===== src/rtl/corr_pkg.sv =====
package corr_pkg;

  // Strobes sent from the control to the datapath each cycle
  typedef struct packed {
    logic kernShift;  // shift one kernel bit into the tap register
    logic advance;    // broadcast an accepted sample down the chain
    logic clear;      // zero every partial sum
  } corrCtl_t;

endpackage


===== src/rtl/corr_pe.sv =====
module corr_pe #(
  parameter int ACCW = 4
) (
  input  logic            clk,
  input  logic            clear,
  input  logic            advance,
  input  logic            kernTap,
  input  logic            sample,
  input  logic [ACCW-1:0] sumIn,
  output logic [ACCW-1:0] sumOut
);

  // A 1-bit product is just an AND
  logic product;

  always_comb product = kernTap & sample;

  always_ff @(posedge clk) begin
    if (clear) begin
      sumOut <= '0;
    end else if (advance) begin
      sumOut <= sumIn + ACCW'(product);
    end
  end

endmodule


===== src/rtl/corr_ctrl.sv =====
module corr_ctrl
  import corr_pkg::*;
#(
  parameter int KLEN = 16
) (
  input  logic     clk,
  input  logic     rst,
  input  logic     kernLoad,
  input  logic     inVal,
  output corrCtl_t ctl,
  output logic     outValid
);

  localparam int CNTW = (KLEN > 2) ? $clog2(KLEN) : 1;
  localparam logic [CNTW-1:0] FULL = CNTW'(KLEN - 1);

  // Number of accepted samples since the last clear, saturating at KLEN-1
  logic [CNTW-1:0] fillCnt;

  always_comb begin
    ctl.kernShift = kernLoad;
    ctl.advance   = inVal & ~kernLoad & ~rst;
    ctl.clear     = rst | kernLoad;
  end

  always_ff @(posedge clk) begin
    if (ctl.clear) begin
      fillCnt <= '0;
    end else if (ctl.advance && (fillCnt != FULL)) begin
      fillCnt <= fillCnt + 1'b1;
    end
  end

  always_ff @(posedge clk) begin
    if (ctl.clear) begin
      outValid <= 1'b0;
    end else begin
      outValid <= ctl.advance && (fillCnt == FULL);
    end
  end

endmodule


===== src/rtl/corr_datapath.sv =====
module corr_datapath
  import corr_pkg::*;
#(
  parameter int KLEN = 16,
  parameter int ACCW = 5
) (
  input  logic            clk,
  input  corrCtl_t        ctl,
  input  logic            kernBit,
  input  logic            inBit,
  output logic [ACCW-1:0] outData
);

  // tap[0] holds the most recently loaded bit; tap[KLEN-1] the first one
  logic [KLEN-1:0] tap;
  logic [ACCW-1:0] partial [KLEN];
  logic [ACCW-1:0] upstream [KLEN];

  // Kernel is deliberately not reset: it survives a stream reset
  always_ff @(posedge clk) begin
    if (ctl.kernShift) begin
      tap <= {tap[KLEN-2:0], kernBit};
    end
  end

  for (genvar g = 0; g < KLEN; g++) begin : gPe
    if (g == 0) begin : gHead
      assign upstream[g] = '0;
    end else begin : gLink
      assign upstream[g] = partial[g-1];
    end

    corr_pe #(.ACCW(ACCW)) uPe (
      .clk     (clk),
      .clear   (ctl.clear),
      .advance (ctl.advance),
      .kernTap (tap[g]),
      .sample  (inBit),
      .sumIn   (upstream[g]),
      .sumOut  (partial[g])
    );
  end

  assign outData = partial[KLEN-1];

endmodule


===== src/rtl/binary_systolic_correlator.sv =====
module binary_systolic_correlator
  import corr_pkg::*;
#(
  parameter  int KLEN = 16,
  localparam int ACCW = $clog2(KLEN + 1)
) (
  input  logic            clk,
  input  logic            rst,
  input  logic            kernLoad,
  input  logic            kernBit,
  input  logic            inVal,
  input  logic            inBit,
  output logic            outValid,
  output logic [ACCW-1:0] outData
);

  corrCtl_t ctl;

  corr_ctrl #(.KLEN(KLEN)) uCtrl (
    .clk      (clk),
    .rst      (rst),
    .kernLoad (kernLoad),
    .inVal    (inVal),
    .ctl      (ctl),
    .outValid (outValid)
  );

  corr_datapath #(.KLEN(KLEN), .ACCW(ACCW)) uDp (
    .clk     (clk),
    .ctl     (ctl),
    .kernBit (kernBit),
    .inBit   (inBit),
    .outData (outData)
  );

endmodule


===== config.mk =====
export PLATFORM = sky130hd
export DESIGN_NAME = binary_systolic_correlator
export DESIGN_NICKNAME = d
export VERILOG_FILES = /design/src/rtl/corr_pkg.sv /design/src/rtl/corr_pe.sv /design/src/rtl/corr_ctrl.sv /design/src/rtl/corr_datapath.sv /design/src/rtl/binary_systolic_correlator.sv
export SDC_FILE = /design/constraint.sdc
export NUM_CORES = 1
export LEC_CHECK = 0
export BUFFER_PORTS_ARGS = -buffer_cell sky130_fd_sc_hd__buf_2
export CORE_MARGIN = 5
export CORE_UTILIZATION = 49
export DETAILED_ROUTE_END_ITERATION = 7
export GPL_TIMING_DRIVEN = 0
export PLACE_DENSITY = 0.76
export SLEW_MARGIN = 15
export SYNTH_ARGS = -nofsm -noshare
export SYNTH_HDL_FRONTEND = slang
export SYNTH_SLANG_ARGS = --single-unit

===== constraint.sdc =====
create_clock -name clk -period 1.5 [get_ports clk]
set_input_delay 0.075 -clock clk [delete_from_list [all_inputs] [get_ports clk]]
set_output_delay 0.075 -clock clk [all_outputs]
set_load 0.01 [all_outputs]

Word level (Yosys, flattened, before mapping)
Index checks and enable logic that the tools add are counted.
{ "word_totals": {"latch_bits": 0, "in_bits": 6, "mem_count": 0, "mem_bits_rw": 0, "romBits": 0, "regBits": 97} }
{ "classes": {"add_sub_neg": 16, "multipliers": 0, "n_mux": 0, "shifts": 0, "div": 0, "n_lt_le_gt_ge": 0, "bitwise": 21, "eq_ne": 2, "reduce_logical": 2} }
{ "op_table": {"columns": ["cell", "n"], "rows": [
  ["5-bit by 1-bit adder with 5-bit output", 14],
  ["1-bit bitwise AND", 18],
  ["4-bit by 1-bit adder with 4-bit output (second input constant)", 1],
  ["4-bit equality test (second input constant)", 1],
  ["4-bit inequality test (second input constant)", 1],
  ["1-bit by 1-bit adder with 2-bit output", 1],
  ["1-bit logical AND", 2],
  ["1-bit NOT", 2],
  ["1-bit bitwise OR", 1]
]} }

Logic depth before layout (Yosys ltp)
{ "depth": {"word_depth": 4, "ltp_mapped": 7, "ltp_nobuf": 6} }

Hierarchy
Synthesis repeated with hierarchy kept, for this count alone.
{ "unflattened": {"hier_cells": 428, "area_unflattened_um2": 4480.5} }
{ "modules_own_cells": {"columns": ["module", "cells_each", "n_inst", "area_per_inst_um2"], "rows": [
  ["corr_pe", 24, 16, 234.0],
  ["corr_datapath", 17, 1, 484.2],
  ["corr_ctrl", 27, 1, 252.7]
]} }

Worst setup path before layout
No wires, ideal clock.
{ "synth_path": {"path_kind": "reg2reg", "start": "reg uDp.tap[5]", "end": "reg uDp.gPe[5].uPe.sumOut[4]", "synth_period_minus_slack_ps": 1304, "arrival_ps": 1182, "n_path_buf": 0, "setup_slack_ps": 196, "path_stages_with_launch": 7, "path_cell_list": "edfxtp_1 -> and2_1 -> ha_1 -> ha_1 -> nand3_1 -> xor2_1 -> a21oi_1"} }
{ "synth_between": {"elab_chain_cells": 2} }
{ "synth_rtl": {"columns": ["item", "line", "rtl"], "rows": [
  ["from (decl)", "corr_datapath.sv:15", "logic [KLEN-1:0] tap;"],
  ["from (signal assigned)", "corr_datapath.sv:22", "tap <= {tap[KLEN-2:0], kernBit};"],
  ["1-bit bitwise AND", "corr_pe.sv:16", "always_comb product = kernTap & sample;"],
  ["5-bit by 1-bit adder with 5-bit output", "corr_pe.sv:22", "sumOut <= sumIn + ACCW'(product);"],
  ["to (signal assigned)", "corr_pe.sv:22", null],
  ["to (decl)", "corr_pe.sv:10", "output logic [ACCW-1:0] sumOut"]
]} }
Every way passes these cells.
A chain may end at the register's enable or synchronous reset.

Worst setup path after layout
{ "layout_path": {"start": "reg uDp.tap[7]", "end": "reg uDp.gPe[7].uPe.sumOut[4]"} }
{ "layout_between": {"elab_chain_cells": 2} }
{ "layout_rtl": {"columns": ["item", "line"], "rows": [
  ["1-bit bitwise AND", "corr_pe.sv:16"],
  ["5-bit by 1-bit adder with 5-bit output", "corr_pe.sv:22"],
  ["to (signal assigned)", "corr_pe.sv:22"],
  ["to (decl)", "corr_pe.sv:10"]
]} }
Every way passes these cells.

==> qor.csv <==
metric,value,unit
outcome,"finished, final reports clean",
synth_common_cells,"75 x dfxtp_1, 46 x nor2_1, 31 x mux2i_1, 30 x ha_1, 29 x a21oi_1",
synth_most_common_cell,dfxtp_1,
crit_type,register to register,
synth_seq_cells,91,
place_congestion,0.750,
post_drt_wl_per_cell,14.7,um
grt_overflow_total,0,
fin_tns_setup,0,ns
ir_drop,0.773,mV
synth_nets,414,
cts.path.max_buffers,2,
grt_use_total,15.9,%
wirelength,7560,um
grt_pass1_wl,12600,um
first_iter_violations,144,
post-route-min-period,1.45,ns
area_growth,12.2,%
worstReg2RegEnd,uDp.gPe[7].uPe.sumOut[4],
io_buffers,11,
critPathRequiredTime,1.74,ns
synth-main-ff-cell,dfxtp_1,
crit_arrival,1.69,ns
vias,2725,
drv_cap,0,
path_clk_slew,0.08,ns
dieWidth,100,um
via_per_inst,5.30,
clock_latency,0.35,ns
grt_pass1_vias,2772,
drive_gt1_share,15.8,%
ys_warn_count,0,
leakage,1.78,nW
drc,0,
startpoint_type,register,
reg2reg_from,uDp.tap[7],
fin_crit_sh,96.9,%
slew_violations,0,
seq_area_frac_synth,49.8,%
instances_no_fill,514,
rsz0062_at_grt,true,
cts.sinks,91,
die_height,100,um
min_path_type,primary input to register,
powerDensity,1040,mW/mm2
critical_path.endpoint,uDp.gPe[7].uPe.sumOut[4],
ctsRootBufferMaster,clkbuf_8,
r2r_cells,6,
synthTopCellsByArea,"dfxtp_1 38%, edfxtp_1 12%, ha_1 9.4%, mux2i_1 7.8%, xor2_1 5.1%",
fin_util,57.2,%
end_kind,register,
synth_edf_count,16,
num_io_pins,12,
start_util,51.0,%
syn_area_per_cell,10.5,um2
setup_viol,0,
crit_path_max_fanout,2,
rows,32,
r2r_slack,0.05,ns
antenna_cells,0,
yosysTopAreaCell,dfxtp_1,
relSlewSlack,65.3,%
tritoncts,yes,
synth-async-reset-ratio,0,%
dr.pass1.iters,4,
postSynthCellCount,378,
grt_max_degree,19,
dp_cells,491,
drt.antenna.violating_nets,0,
synth_area,0.00398,mm2
yosysTopAreaCellShare,37.7,%
dp_hpwl,5390,um
core_region_area,0.00781,mm2
fmaxAchievable,688,MHz
skew,0.00789,ns
hold_violations,0,
grt_antenna_before_repair,0,
critPathLaunch,uDp.tap[7],
die_area,0.0100,mm2
nets,443,
htreeDepth,3,
numCtsBuffers,9,
tightest_slew,0.520,ns
ys_types,27,
## stage by stage
stage	worst slack, ns	hold slack, ns	area [um2]	power (W)
global route	-0.0397	0.0560	4470	0.00486
global placement	-0.0339	0.254	4160	0.00295
detailed placement	-0.123	0.254	4160	0.00296
CTS	0.0109	0.0200	4380	0.00469
floorplan	0.196	0.174	3980	0.00286
finish	0.0467	0.0423	4470	0.00466
## metal layers
layer  vias to the layer above  global-route usage, %  routed length, um
met4                         0                   7.05                134
met1                      1291                   19.4               3530
met5                         -                      0                  0
li1                       1378                      -                  -
met3                        11                   3.27                250
met2                        45                   26.9               3640
## flip-flops by register name, summed over array words and instances, names as in the netlist
register / flops
uCtrl.fillCnt: 4
uCtrl.outValid: 1
uDp.gPe.uPe.sumOut: 70
uDp.tap: 16
## cell families (layout without fill, tap and decap cells)
family | Yosys count | count (layout) | share of synthesized area, %
flops | 91 | 91 | 49.8
simple gates | 99 | 99 | 11.6
compound gates | 68 | 68 | 10.2
xor+xnor | 36 | 36 | 7.92
fa+ha+maj | 30 | 30 | 9.43
buf+inv | 23 | 57 | 3.24
mux | 31 | 31 | 7.80
## critical path: stages (launching register included)
cell	delay (ns)
edfxtp_1	0.41
and2_1	0.19
ha_1	0.20
ha_1	0.22
nand3_2	0.09
xor2_1	0.14
a21oi_1	0.08
## cells in the final DEF (no fill, tap or decap), types with 13 or more instances in the layout
cell type,netlist,routed
a21oi_1,29,29
and2_1,15,15
buf_2,9,20
dfxtp_1,75,75
edfxtp_1,16,16
ha_1,30,22
mux2i_1,31,31
nand3_1,25,23
nor2_1,46,46
o21ai_0,25,25
xnor2_1,13,13
xor2_1,23,23
## report_power, final
| part | switching (W) | internal (W) |
|---|---|---|
| combinational | 0.000187 | 0.000131 |
| sequential | 0.0000486 | 0.00256 |
| clock | 0.000815 | 0.000925 |
## final cells by class
cell class	instances	area, um2
Clock buffer	10	128
Multi-Input combinational cell	264	1910
Sequential cell	91	1980
Tap cell	102	128
Timing Repair Buffer	18	110
Fill cell	676	3340
Buffer	21	121
Clock inverter	6	80.1
Inverter	2	7.51
## timing repair
item                       CTS  global route
buffers inserted             0             6
hold endpoints to repair     1             0
hold buffers                 1             0
setup endpoints to repair    0            12
gates resized for setup      0            12
## worst min path at each step
stage | startpoint | end | slack [ns] | cells past startpoint
after floorplan | kernBit | uDp.tap[0] | 0.17 | 0
after global placement | kernBit | uDp.tap[0] | 0.25 | 1
after detailed placement | kernBit | uDp.tap[0] | 0.25 | 1
after CTS | inBit | uDp.gPe[0].uPe.sumOut[0] | 0.02 | 3
after global routing | inBit | uDp.gPe[0].uPe.sumOut[0] | 0.06 | 3
final | inBit | uDp.gPe[0].uPe.sumOut[0] | 0.04 | 3
No activity file was read; power rests on OpenSTA's default activity.
